File: config.mk
export PLATFORM = sky130hd
export DESIGN_NAME = trap_capture_unit
export DESIGN_NICKNAME = d
export VERILOG_FILES = /design/src/rtl/trap_pkg.sv /design/src/rtl/trap_prio.sv /design/src/rtl/irq_pending.sv /design/src/rtl/trap_regs.sv /design/src/rtl/trap_capture_unit.sv
export SDC_FILE = /design/constraint.sdc
export NUM_CORES = 1
export LEC_CHECK = 0
export ABC_AREA = 1
export BUFFER_PORTS_ARGS = -buffer_cell sky130_fd_sc_hd__buf_4
export CAP_MARGIN = 15
export CORE_ASPECT_RATIO = 1.1
export CORE_MARGIN = 8
export CORE_UTILIZATION = 38
export CTS_CLUSTER_DIAMETER = 120
export CTS_CLUSTER_SIZE = 12
export DETAILED_ROUTE_END_ITERATION = 7
export GPL_TIMING_DRIVEN = 0
export PLACE_DENSITY_LB_ADDON = 0.25
export SKIP_CTS_REPAIR_TIMING = 1
export SYNTH_ARGS = -nofsm -noshare
export SYNTH_HDL_FRONTEND = slang
export SYNTH_HIERARCHICAL = 1
export SYNTH_SLANG_ARGS = --single-unit
File: constraint.sdc
create_clock -name clk -period 1.45 [get_ports clk]
set_input_delay 0.29 -clock clk [delete_from_list [all_inputs] [get_ports clk]]
set_output_delay 0.29 -clock clk [all_outputs]
set_load 0.01 [all_outputs]
File: src/rtl/trap_pkg.sv
package trap_pkg;

  localparam int unsigned NSRC     = 9;
  localparam int unsigned CODE_LSB = 2;
  localparam int unsigned PEND_LSB = 8;
  localparam int unsigned MASK_LSB = 8;
  localparam int unsigned IE_BIT   = 0;

  typedef enum logic [3:0] {
    EC_INT  = 4'd0,
    EC_ADRL = 4'd4,
    EC_ADRS = 4'd5,
    EC_IBUS = 4'd6,
    EC_DBUS = 4'd7,
    EC_SYS  = 4'd8,
    EC_BRK  = 4'd9,
    EC_RSVD = 4'd10,
    EC_OVF  = 4'd12
  } exc_code_e;

  typedef struct packed {
    logic      take;
    exc_code_e code;
    logic      mem_fault;
  } trap_dec_t;

  // source index 0 is the most urgent
  function automatic exc_code_e code_of(input int idx);
    case (idx)
      0:       return EC_IBUS;
      1:       return EC_ADRL;
      2:       return EC_ADRS;
      3:       return EC_DBUS;
      4:       return EC_RSVD;
      5:       return EC_OVF;
      6:       return EC_SYS;
      7:       return EC_BRK;
      default: return EC_INT;
    endcase
  endfunction

  function automatic logic is_mem_code(input exc_code_e c);
    return (c == EC_ADRL) || (c == EC_ADRS) || (c == EC_IBUS) || (c == EC_DBUS);
  endfunction

endpackage

File: src/rtl/trap_prio.sv
module trap_prio
  import trap_pkg::*;
#(
  parameter int unsigned N = NSRC
) (
  input  logic [N-1:0] src,
  output trap_dec_t    dec
);
  always_comb begin
    dec = '{take: 1'b0, code: EC_INT, mem_fault: 1'b0};
    for (int i = N - 1; i >= 0; i--) begin
      if (src[i]) begin
        dec.take      = 1'b1;
        dec.code      = code_of(i);
        dec.mem_fault = is_mem_code(code_of(i));
      end
    end
  end
endmodule

File: src/rtl/irq_pending.sv
module irq_pending #(
  parameter int unsigned NIRQ = 5
) (
  input  logic            clk,
  input  logic            rst_n,
  input  logic [NIRQ-1:0] irq,
  input  logic [NIRQ-1:0] clr,
  input  logic            glob_en,
  input  logic [NIRQ-1:0] unmask,
  output logic [NIRQ-1:0] pend,
  output logic            want
);
  for (genvar g = 0; g < NIRQ; g++) begin : g_lvl
    always_ff @(posedge clk) begin
      if (!rst_n)      pend[g] <= 1'b0;
      else if (irq[g]) pend[g] <= 1'b1;
      else if (clr[g]) pend[g] <= 1'b0;
    end
  end

  assign want = glob_en && |(pend & unmask);
endmodule

File: src/rtl/trap_regs.sv
module trap_regs
  import trap_pkg::*;
#(
  parameter int unsigned XLEN   = 32,
  parameter int unsigned NIRQ   = 5,
  parameter logic [31:0] VECTOR = 32'h8000_0080,
  parameter int unsigned STEP   = 4
) (
  input  logic            clk,
  input  logic            rst_n,
  input  trap_dec_t       dec,
  input  logic [XLEN-1:0] pc_next,
  input  logic [XLEN-1:0] fault_addr,
  input  logic            stat_we,
  input  logic            wr_ie,
  input  logic [NIRQ-1:0] wr_mask,
  output logic [XLEN-1:0] epc,
  output exc_code_e       code_q,
  output logic [XLEN-1:0] badaddr,
  output logic            glob_en,
  output logic [NIRQ-1:0] unmask,
  output logic            redirect_valid,
  output logic [XLEN-1:0] redirect_pc
);
  localparam logic [XLEN-1:0] STEP_W = XLEN'(STEP);

  always_ff @(posedge clk) begin
    if (!rst_n) begin
      epc            <= '0;
      code_q         <= EC_INT;
      badaddr        <= '0;
      redirect_valid <= 1'b0;
    end else begin
      redirect_valid <= dec.take;
      if (dec.take) begin
        epc    <= pc_next - STEP_W;
        code_q <= dec.code;
        if (dec.mem_fault) badaddr <= fault_addr;
      end
    end
  end

  always_ff @(posedge clk) begin
    if (!rst_n) begin
      glob_en <= 1'b0;
      unmask  <= '0;
    end else begin
      if (stat_we) unmask <= wr_mask;
      if (dec.take)     glob_en <= 1'b0;
      else if (stat_we) glob_en <= wr_ie;
    end
  end

  always_ff @(posedge clk) begin
    if (!rst_n) redirect_pc <= '0;
    else if (dec.take) redirect_pc <= VECTOR[XLEN-1:0];
  end
endmodule

File: src/rtl/trap_capture_unit.sv
module trap_capture_unit
  import trap_pkg::*;
#(
  parameter int unsigned XLEN   = 32,
  parameter int unsigned NIRQ   = 5,
  parameter logic [31:0] VECTOR = 32'h8000_0080,
  parameter int unsigned STEP   = 4
) (
  input  logic            clk,
  input  logic            rst_n,
  input  logic [XLEN-1:0] pc_next,
  input  logic            req_ibus,
  input  logic            req_adrl,
  input  logic            req_adrs,
  input  logic            req_dbus,
  input  logic            req_rsvd,
  input  logic            req_ovf,
  input  logic            req_sys,
  input  logic            req_brk,
  input  logic [XLEN-1:0] fault_addr,
  input  logic [NIRQ-1:0] irq,
  input  logic [NIRQ-1:0] pend_clr,
  input  logic            stat_we,
  input  logic [XLEN-1:0] stat_wdata,
  output logic [XLEN-1:0] epc,
  output logic [XLEN-1:0] cause,
  output logic [XLEN-1:0] badaddr,
  output logic [XLEN-1:0] status,
  output logic            redirect_valid,
  output logic [XLEN-1:0] redirect_pc
);
  logic [NIRQ-1:0] pend, unmask;
  logic            want_irq, glob_en;
  logic [NSRC-1:0] src;
  trap_dec_t       dec;
  exc_code_e       code_q;
  logic            unused_wbits;

  assign unused_wbits = ^{stat_wdata};

  assign src = {want_irq, req_brk, req_sys, req_ovf, req_rsvd,
                req_dbus, req_adrs, req_adrl, req_ibus};

  irq_pending #(.NIRQ(NIRQ)) u_pend (
    .clk(clk), .rst_n(rst_n), .irq(irq), .clr(pend_clr),
    .glob_en(glob_en), .unmask(unmask), .pend(pend), .want(want_irq)
  );

  trap_prio #(.N(NSRC)) u_prio (.src(src), .dec(dec));

  trap_regs #(.XLEN(XLEN), .NIRQ(NIRQ), .VECTOR(VECTOR), .STEP(STEP)) u_regs (
    .clk(clk), .rst_n(rst_n), .dec(dec), .pc_next(pc_next),
    .fault_addr(fault_addr), .stat_we(stat_we),
    .wr_ie(stat_wdata[IE_BIT]), .wr_mask(stat_wdata[MASK_LSB +: NIRQ]),
    .epc(epc), .code_q(code_q), .badaddr(badaddr),
    .glob_en(glob_en), .unmask(unmask),
    .redirect_valid(redirect_valid), .redirect_pc(redirect_pc)
  );

  always_comb begin
    cause = '0;
    cause[CODE_LSB +: 4]    = code_q;
    cause[PEND_LSB +: NIRQ] = pend;
    status = '0;
    status[IE_BIT]          = glob_en;
    status[MASK_LSB +: NIRQ] = unmask;
  end
endmodule

Yosys cells after proc, flatten, opt, wreduce, memory -nomap -nowiden
Index checks and enable logic that the tools add are counted.
Word-level totals
  flip-flop bits (word level): 81
  latch bits: 0
  bits in writable memories: 0
  bits in read-only memories: 0
  bits of input ports: 117
  memories kept: 0
Operators by class
  add/subtract/negate cells: 1
  $mul: 0
  divide/modulo/power cells: 0
  magnitude comparators: 0
  eq/ne operators: 36
  shift-type cells: 0
  multiplexer cells: 28
  bitwise logic cells: 2
  reductions and logical operators: 36
Operators with widths (number)
  equality test 4 x 3 -> 1 bit, second input constant: 36
  two-way mux 6 bit: 9
  two-way mux 4 bit: 9
  subtractor 32 x 3 -> 32 bit, second input constant: 1
  logical OR 1 bit: 27
  two-way mux 1 bit: 10
  nonzero test 2 bit: 5
  bitwise AND 5 bit: 1
  OR reduction 5 bit: 1
  AND reduction 2 bit: 1
  OR reduction 2 bit: 1
  logical AND 1 bit: 1
  NOT 1 bit: 1

Logic depth before layout (Yosys ltp)
Gate-level depths: netlist (run 1).
  word-level depth: 18
  depth in mapped cells: 11

Hierarchy
Netlist (run 1), hierarchy kept.
By module, submodules not included
  trap_regs: times used 1, cells an instance 497, area an instance 3532.1 µm², seq. area each 1521.5 µm²
  trap_capture_unit: times used 1, cells an instance 51, area an instance 379.1 µm², seq. area each 0.0 µm²
  irq_pending: times used 1, cells an instance 31, area an instance 207.7 µm², seq. area each 100.1 µm²
  trap_prio: times used 1, cells an instance 22, area an instance 101.3 µm², seq. area each 0.0 µm²

Least setup slack after synthesis (run 1)
No wires, ideal clock.
  path kind: flip-flop to flip-flop
  start point: reg u_regs.unmask[1]
  end point: reg u_regs.epc[0]
  arrival time: 1.392 ns
  data required time: 1.333 ns
  setup slack: -0.059 ns
  cell stages (with the launch flop): 11
  period minus slack after synthesis: 1.509 ns
  cell sequence: dfxtp_1 > nand2_1 > nand2_2 > nor2_1 > nor2_1 > nor2_1 > nand2_1 > nand2_1 > inv_1 > buf_2 > a22o_1
RTL lines
  start, declared: RTL line trap_regs.sv:21  | output logic [NIRQ-1:0] unmask,
  start signal, assigned: RTL line trap_regs.sv:48  | if (stat_we) unmask <= wr_mask;
  end signal, assigned: RTL line trap_regs.sv:36  | epc <= pc_next - STEP_W;
  end, declared: RTL line trap_regs.sv:17  | output logic [XLEN-1:0] epc,

==> impl_metrics.csv, run 1 <==
group,metric,value,unit
run_status,outcome,"complete, but fails checks",
run_status,violations,"setup timing",
grt,grt_pass1_vias,3913,
grt,antenna_found_initial,0,
final_layout,fill_cells,959,
worst_setup_path,cpMostUsedCell,"nor2_1",
grt,grt_first_pass_wirelength,19700,um
worst_setup_path,crit_type,"flop to flop",
timing,finalMaxSlewViolations,0,
final_layout,seqCellArea,0.001634,mm^2
grt,grt_max_degree,14,
worst_setup_path,crit_slowest_cell,"dfxtp_2",
job,maxCapViolations,0,
timing,rsz0062_at_grt,"yes",
clocking,cts.sink_count,81,
routing,drc,0,
die,start_util,0.3886,
routing,wl,13690,um
worst_setup_path,r2r_slack,-0.11,ns
min_path,min_path_type,"primary input to flop",
routing,vias_per_cell,4.206,
power,p_sw_frac,0.2551,
power,p_clk_frac,0.395,
timing,post-route-period-util,1.075,
timing,fmax,0.6414,GHz
placement,globalplace.congestion,0.8881,
clocking,clock-root-buffer,"clkbuf_16",
power,cellPowerDensity,880.6,mW/mm^2
clocking,cts_buffer_depth,2,
die,ios,278,
synth,ys_ff_latch,81,
synth,syn_area,0.004220,mm^2
synth,avgSynthCellArea,7.022,um^2
worst_setup_path,crit_buf_inv,2,
routing,via_count,4336,
timing,skew,0.006752,ns
timing,finalSetupViolations,69,
clocking,cts_tree,"built",
synth,synth_edf_count,0,
worst_setup_path,critPathMaxStageDelay,0.33,ns
routing,drt_iter0_markers,181,
final_layout,fin_nets,998,
worst_setup_path,critPathLaunchType,"flop",
placement,io_buffers,172,
worst_setup_path,crit_family,"simple AND/OR/NAND/NOR gates",
power,p_seq_frac,0.407,
worst_setup_path,worstPathRequired,1.68,ns
final_layout,drive_above_1_share,0.4389,
power,p_switching,0.001539,W
timing,min_period,1.559,ns
synth,async_reset_ff_frac,0,
routing,dr.pass1.iters,4,
synth,yosysSeqAreaShare,0.3842,
final_layout,final_core_util,0.6308,
clocking,clkTransAtPathRegs,0.06,ns
synth,synth_flop_cell,"dfxtp_1",
final_layout,areaGrowthSynthToFinish,62.32,%
worst_setup_path,critPathArrivalTime,1.79,ns
die,dieArea,0.01474,mm^2
timing,hold_viol_final,0,
synth,synth.distinct_cells,32,
die,num_rows,40,
timing,setup_slack,-0.1091,ns
die,coreArea,0.01086,mm^2
worst_setup_path,critPathMaxFanout,6,
routing,antenna_left,0,
die,die_w,116.5,um
grt,track_usage,0.1696,
final_layout,diodes,0,
placement,dp_hpwl,10730,um
power,power.total,0.006033,W
worst_setup_path,end_kind,"flop",
power,p_leak,3.651,nW
power,comb_power_share,0.198,
routing,avgRoutedWirePerCell,13.27,um
worst_setup_path,crit_chain,"nand2_1 > nand3_2 > nor2_2 > nor2_1 > nor2_1 > nand2_2 > nand2_4 > inv_8 > clkbuf_16 > a22o_1",
grt,overflow,0,
power,peakVddDrop,0.4609,mV
clocking,htreeDepth,3,
power,p_int,0.004494,W
synth,ys_warn_count,6,
clocking,clock_latency,0.34,ns
die,die_h,126.5,um
clocking,numCtsBuffers,9,
synth,syn_inst,601,
final_layout,multi_input_area,0.002220,mm^2
final timing paths:
kind	startpoint	cells past startpoint	to
worst min-delay path	pc_next[2]	2	u_regs/epc[2]
worst max-delay path	u_regs/unmask[2]	10	u_regs/epc[1]
worst max register to register	u_regs/unmask[2]	10	u_regs/epc[1]
worst min register to register	u_regs/epc[14]	2	u_regs/epc[14]
placed cells by master, fill, tap and decap left out, types with 11 or more instances in the layout:
cell type	count
nand2_1	91
clkbuf_16	12
o21ai_1	22
conb_1	79
nor2_1	102
nand2_2	18
a21oi_1	11
inv_1	41
nor2_2	30
dfxtp_1	71
nand3_1	16
o21ai_0	37
buf_4	263
power groups by stage:
stage	logic [W]	clock network (W)	registers (W)
after global routing	0.00130	0.00254	0.00247
after floorplan	0.000512	0	0.00254
after global placement	0.00108	0	0.00248
after CTS	0.00110	0.00244	0.00244
final	0.00119	0.00238	0.00245
after detailed placement	0.00109	0	0.00249
metal layers:
metal	wire, um	track usage
met1	5286	0.1808
met2	6864	0.3043
met3	1400	0.05316
met4	133	0.05959
met5	0	0
synth_stat cells (2+ instances only):
| library cell | instances | area [um^2] |
|---|---|---|
| a22o_1 | 8 | 70.07 |
| nor2_1 | 126 | 473.0 |
| o21ai_1 | 14 | 70.07 |
| a21oi_1 | 14 | 70.07 |
| clkbuf_1 | 7 | 26.28 |
| o21bai_1 | 4 | 30.03 |
| dfxtp_1 | 81 | 1622 |
| inv_1 | 43 | 161.4 |
| xor2_1 | 2 | 17.52 |
| nor2_2 | 8 | 50.05 |
| xnor2_1 | 2 | 17.52 |
| nor3_1 | 3 | 15.01 |
| nand3_1 | 21 | 105.1 |
| nand2_2 | 5 | 31.28 |
| o21ai_0 | 49 | 245.2 |
| nand2_1 | 108 | 405.4 |
| nor2_4 | 4 | 45.04 |
| nand2_4 | 2 | 22.52 |
| buf_4 | 81 | 608.1 |
| conb_1 | 2 | 7.510 |
| buf_2 | 6 | 30.03 |
per-stage QoR:
step / setup TNS (ns) / cells / instance area [um^2] / hold slack, ns / worst slack [ns]
after floorplan: 0 / 678 / 4517 / 0.4055 / 0.001242
after global placement: -16.25 / 997 / 5992 / 0.4394 / -0.3655
after detailed placement: -18.91 / 997 / 5992 / 0.4407 / -0.4416
after CTS: -16.45 / 1012 / 6301 / 0.1556 / -0.3635
after global routing: -11.49 / 1031 / 6850 / 0.1461 / -0.1971
final: -4.125 / 1031 / 6850 / 0.1399 / -0.1091
sequential cells by signal, summed over array words and instances (netlist names):
register,count
u_pend/pend,5
u_regs/epc,32
u_regs/redirect_valid,1
u_regs/badaddr,32
u_regs/unmask,5
u_regs/code_q,4
u_regs/redirect_pc,1
u_regs/glob_en,1
kinds of logic (layout without fill, tap and decap cells):
| kind of cell | count (synthesis) | in the layout | synth area share |
|---|---|---|---|
| buf+inv | 141 | 347 | 0.2019 |
| flops | 81 | 81 | 0.3842 |
| compound gates | 90 | 90 | 0.1171 |
| xor+xnor | 4 | 4 | 0.008303 |
| other cells | 2 | 79 | 0.001779 |
| simple gates | 282 | 282 | 0.2837 |
| fa+ha+maj | 1 | 1 | 0.002964 |
area by class of cell:
cell class / instances / area share
buffer: 97 / 0.1174
clock inverter: 6 / 0.01224
inverter: 44 / 0.02630
tap: 147 / 0.02685
multi-input combinational: 456 / 0.3240
timing repair buffer: 191 / 0.2217
clock buffer: 9 / 0.03288
sequential: 81 / 0.2385
Note: power is estimated with default switching activity, not from simulation.
==> run 2, diff against run 1 <==
--- a/config.mk
+++ b/config.mk
@@ -15,7 +15,7 @@
 export CTS_CLUSTER_SIZE = 12
 export DETAILED_ROUTE_END_ITERATION = 7
 export GPL_TIMING_DRIVEN = 0
-export PLACE_DENSITY_LB_ADDON = 0.25
+export PLACE_DENSITY = 0.83
 export SKIP_CTS_REPAIR_TIMING = 1
 export SYNTH_ARGS = -nofsm -noshare
 export SYNTH_HDL_FRONTEND = slang
==> run 2 against run 1 <==
Effect of this change:
- the run still ends with setup timing left
- clock power decreased by 8%
- total power down 4.0%
- first-iteration DRC count grew 3.3%
- clock skew down 0.0016 ns
- cell count shrank 0.68%
==> impl_metrics.csv, run 2 (synthesis results as in run 1) <==
group,metric,value,unit
run_status,outcome,"complete, but fails checks",
run_status,violations,"setup timing",
routing,vias_per_cell,4.302,
timing,hold_viol_final,0,
worst_setup_path,critPathLaunchType,"flop",
timing,skew,0.005174,ns
final_layout,final_core_util,0.6003,
placement,dp_hpwl,11390,um
grt,grt_first_pass_wirelength,20510,um
final_layout,diodes,0,
routing,avgRoutedWirePerCell,13.80,um
worst_setup_path,reg2reg_to,"u_regs/badaddr[9]",
die,start_util,0.3886,
clocking,cts.sink_count,81,
final_layout,seqCellArea,0.001635,mm^2
clocking,clock-root-buffer,"clkbuf_16",
final_layout,areaGrowthSynthToFinish,54.49,%
placement,dp.cells,997,
final_layout,fin_area,0.006520,mm^2
timing,min_period,1.554,ns
clocking,cts_tree,"built",
timing,fmax,0.6434,GHz
clocking,clock_latency,0.33,ns
worst_setup_path,end_kind,"flop",
power,peakVddDrop,0.6404,mV
routing,antenna_left,0,
routing,via_count,4405,
grt,overflow,0,
worst_setup_path,critPathMaxFanout,10,
routing,drt_iter0_markers,187,
worst_setup_path,rr_startpoint,"u_regs/unmask[0]",
grt,antenna_found_initial,0,
min_path,holdPathEnd,"u_regs/epc[2]",
die,die_h,126.5,um
clocking,clkTransAtPathRegs,0.07,ns
final_layout,drive_above_1_share,0.3945,
placement,io_buffers,172,
worst_setup_path,reg2reg_depth,10,
grt,grt_pass1_vias,4105,
final_layout,fill_cells,957,
grt,track_usage,0.1758,
timing,finalSetupViolations,66,
placement,postPlaceCellArea,0.005992,mm^2
die,num_rows,40,
min_path,holdCritStartpoint,"pc_next[2]",
timing,finalMaxSlewViolations,0,
final_layout,multi_input_area,0.002108,mm^2
worst_setup_path,critPathArrivalTime,1.77,ns
timing,whs,0.1543,ns
clocking,htreeDepth,3,
final_layout,final_common_cell,"buf_4",
power,p_leak,3.495,nW
clocking,numCtsBuffers,9,
final_layout,reg.largest.list,"u_regs/badaddr (32), u_regs/epc (32)",
clocking,cts_buffer_depth,2,
worst_setup_path,crit_type,"flop to flop",
routing,dr.pass1.iters,4,
placement,globalplace.congestion,0.9289,
final_layout,stdcell_count,1024,
timing,setup_tns,-2.756,ns
timing,post-route-period-util,1.072,
final_layout,fin_nets,990,
final_layout,final_cell_mix,"buf_4, nor2_1, nand2_1",
worst_setup_path,worstPathRequired,1.67,ns
timing,setup_slack,-0.1043,ns
worst_setup_path,r2r_slack,-0.10,ns
job,maxCapViolations,0,
routing,wl,14130,um
timing,rsz0062_at_grt,"yes",
min_path,hold_path_depth,2,
grt,grt_max_degree,16,
die,dieArea,0.01474,mm^2
routing,drc,0,
die,die_w,116.5,um
die,coreArea,0.01086,mm^2
die,ios,278,
min_path,min_path_type,"primary input to flop",
power,cellPowerDensity,888.5,mW/mm^2
==> run 2: cell types whose count changed in the layout (fill, tap and decap cells not counted), moves of 5 or more <==
| cell | before | now |
|---|---|---|
| nand2_1 | 91 | 98 |
| buf_8 | 7 | 1 |
| o21ai_1 | 22 | 29 |
| nor2_1 | 102 | 119 |
| nor2_2 | 30 | 15 |
| nand2_2 | 18 | 13 |
==> run 2: layout make-up <==
type / count / share of cell area
inverter: 44 / 0.02610
clock buffer: 10 / 0.03665
tap: 147 / 0.02821
clock inverter: 6 / 0.007676
sequential: 81 / 0.2508
buffer: 97 / 0.1171
timing repair buffer: 182 / 0.2101
multi-input combinational: 457 / 0.3234
==> run 2: how the worst max path moves through the flow <==
stage | from | to | slack, ns
after floorplan | u_regs/unmask[1] | u_regs/epc[11] | 0.001
after global placement | req_sys | u_regs/epc[17] | -0.47
after detailed placement | req_sys | u_regs/epc[18] | -0.49
after CTS | u_pend/pend[0] | u_regs/epc[15] | -0.44
after global routing | u_pend/pend[0] | u_regs/epc[25] | -0.15
final | u_regs/unmask[0] | u_regs/badaddr[9] | -0.10
==> run 2: metal layers <==
layer	global-route usage	vias to the layer above	wire [um]
met5	0	-	0
met1	0.1765	1909	5281
met4	0.05500	0	236
met3	0.08068	21	1863
met2	0.3131	200	6750
li1	-	2275	-
==> run 2: critical path, stage by stage, from the launching register on <==
cell and delay [ns]:
dfxtp_1 0.37, nand2_2 0.07, nand2_2 0.05, nor2_1 0.04, nor2_1 0.12, nor2_1 0.07, nand2_2 0.16, nand2_4 0.10
clkbuf_4 0.19, o21ai_0 0.19, nor2_1 0.06
==> run 2: power by group <==
part	switching, W	internal (W)
Sequential	0.0000795	0.00237
Combinational	0.000555	0.000602
Clock	0.000966	0.00123
==> run 2: per-stage QoR <==
| stage | worst slack [ns] | total power [W] |
|---|---|---|
| finish | -0.1043 | 0.005793 |
| global placement | -0.4680 | 0.003571 |
| floorplan | 0.001242 | 0.003057 |
| detailed placement | -0.4891 | 0.003587 |
| CTS | -0.4373 | 0.005800 |
| global route | -0.1472 | 0.006074 |
==> run 3, diff against run 2 <==
--- a/config.mk
+++ b/config.mk
@@ -6,13 +6,11 @@
 export NUM_CORES = 1
 export LEC_CHECK = 0
 export ABC_AREA = 1
-export BUFFER_PORTS_ARGS = -buffer_cell sky130_fd_sc_hd__buf_4
+export BUFFER_PORTS_ARGS = -buffer_cell sky130_fd_sc_hd__buf_2
 export CAP_MARGIN = 15
-export CORE_ASPECT_RATIO = 1.1
-export CORE_MARGIN = 8
 export CORE_UTILIZATION = 38
 export CTS_CLUSTER_DIAMETER = 120
-export CTS_CLUSTER_SIZE = 12
+export CTS_CLUSTER_SIZE = 28
 export DETAILED_ROUTE_END_ITERATION = 7
 export GPL_TIMING_DRIVEN = 0
 export PLACE_DENSITY = 0.83
==> run 3 against run 2 <==
Effect of this change:
- the flow still finishes with violations (setup timing)
- critical endpoint is now u_regs/code_q[3]
- critical path depth is 1 higher
- global-route usage rose by 1.9 points
- cell count down 0.20%
- sequential power about the same
- first-iteration DRC count increased by 11%
- highest routed layer unchanged
- combinational power fell by 11%
- die area decreased by 22%
- total power is 5.6% lower
- worst hold slack worse by 0.030 ns
- clock power shrank 9%
- sequential share of layout area increased by 0.96 points
==> impl_metrics.csv, run 3 (synthesis results as in run 1) <==
group,metric,value,unit
clocking,clock-root-buffer,"clkbuf_8",
final_layout,fin_area,0.006270,mm^2
die,num_rows,38,
timing,fmax,0.6318,GHz
min_path,min_path_type,"primary input to flop",
timing,whs,0.1242,ns
clocking,cts_buffer_depth,2,
final_layout,drive_above_1_share,0.4127,
final_layout,final_common_cell,"buf_2",
grt,grt_max_degree,15,
worst_setup_path,worstPathRequired,1.70,ns
timing,skew,0.009009,ns
final_layout,areaGrowthSynthToFinish,48.56,%
placement,globalplace.congestion,0.9846,
placement,place_ws,-0.4118,ns
die,die_h,107.4,um
clocking,clock_latency,0.36,ns
clocking,clkTransAtPathRegs,0.09,ns
die,coreArea,0.01084,mm^2
run_status,violations,"setup timing",
clocking,cts_tree,"built",
die,ios,278,
power,cellPowerDensity,872.3,mW/mm^2
clocking,cts.sink_count,81,
routing,avgRoutedWirePerCell,12.35,um
worst_setup_path,crit_type,"flop to flop",
final_layout,diodes,0,
grt,grt_pass1_vias,3673,
worst_setup_path,critPathLaunchType,"flop",
timing,finalSetupViolations,67,
routing,drc,0,
timing,finalMaxSlewViolations,0,
clocking,numCtsBuffers,9,
die,die_w,107.4,um
grt,track_usage,0.1944,
power,p_leak,3.448,nW
die,dieArea,0.01153,mm^2
routing,via_count,4456,
die,start_util,0.3893,
timing,hold_viol_final,0,
routing,drt_iter0_markers,208,
job,maxCapViolations,0,
timing,post-route-period-util,1.092,
routing,dr.pass1.iters,7,
worst_setup_path,end_kind,"flop",
timing,setup_slack,-0.1328,ns
final_layout,final_cell_mix,"buf_2, nor2_1, nand2_1",
worst_setup_path,critPathArrivalTime,1.83,ns
grt,antenna_found_initial,0,
routing,antenna_left,0,
run_status,outcome,"complete, but fails checks",
final_layout,reg.largest.list,"u_regs/badaddr (32), u_regs/epc (32)",
final_layout,fin_nets,996,
routing,wl,12620,um
grt,overflow,0,
clocking,htreeDepth,3,
power,peakVddDrop,0.6786,mV
timing,min_period,1.583,ns
placement,io_buffers,172,
worst_setup_path,critPathMaxFanout,5,
timing,setup_tns,-3.270,ns
routing,vias_per_cell,4.360,
timing,rsz0062_at_grt,"yes",
grt,grt_first_pass_wirelength,17270,um
placement,dp_hpwl,9333,um
placement,postPlaceCellArea,0.005553,mm^2
run 3: cell count changes in the layout (fill, tap and decap cells not counted), moves of 6 or more:
cell / delta
buf_2: +172
clkbuf_8: +8
buf_4: -171
o21ai_0: +12
nor2_4: +6
nor2_1: -12
o21ai_1: -11
run 3: worst paths after layout:
| check | start | end | slack [ns] | cells after the start |
|---|---|---|---|---|
| worst max-delay path | u_pend/pend[1] | u_regs/code_q[3] | -0.13 | 11 |
| worst max register to register | u_pend/pend[1] | u_regs/code_q[3] | -0.13 | 11 |
| worst min register to register | u_regs/epc[19] | u_regs/epc[19] | 0.45 | 2 |
| worst min-delay path | pc_next[2] | u_regs/epc[2] | 0.12 | 2 |
run 3: stage by stage:
| stage | total power (W) | std cells | utilization |
|---|---|---|---|
| after floorplan | 0.003057 | 678 | - |
| after global placement | 0.003412 | 990 | 0.5122 |
| after detailed placement | 0.003425 | 990 | 0.5122 |
| after CTS | 0.005439 | 1005 | 0.5343 |
| after global routing | 0.005731 | 1022 | 0.5784 |
| final | 0.005469 | 1022 | 0.5784 |
run 3: power breakdown:
part / internal [W] / leakage (nW) / switching, W
registers: 0.00236 / 0.677 / 0.0000818
logic: 0.000477 / 2.65 / 0.000549
clock network: 0.00115 / 0.116 / 0.000851
total: 0.00399 / 3.45 / 0.00148
run 3: worst max-delay path, cell delays in order, from the launching register on:
cell	delay [ns]
dfxtp_2	0.36
nand2_1	0.07
nand2_2	0.06
nor2_1	0.04
nor2_1	0.12
nor2_1	0.06
nand2_2	0.15
nor2_4	0.06
buf_6	0.14
buf_4	0.13
buf_4	0.12
a22o_1	0.17
run 3: final cells by class:
| type | instances | area [um^2] |
|---|---|---|
| fill | 998 | 4571 |
| multi-input combinational | 456 | 2168 |
| sequential | 81 | 1633 |
| timing repair buffer | 189 | 1087 |
| buffer | 97 | 789.5 |
| inverter | 44 | 177.7 |
| tap | 140 | 175.2 |
| clock buffer | 9 | 123.9 |
| clock inverter | 6 | 115.1 |
run 3: layer usage:
metal / global-route usage / up-vias / part of all wire
met5: 0 / - / 0
met3: 0.06901 / 20 / 0.089
met2: 0.3571 / 199 / 0.51
met1: 0.1969 / 1961 / 0.38
met4: 0.08513 / 0 / 0.020
li1: - / 2276 / -
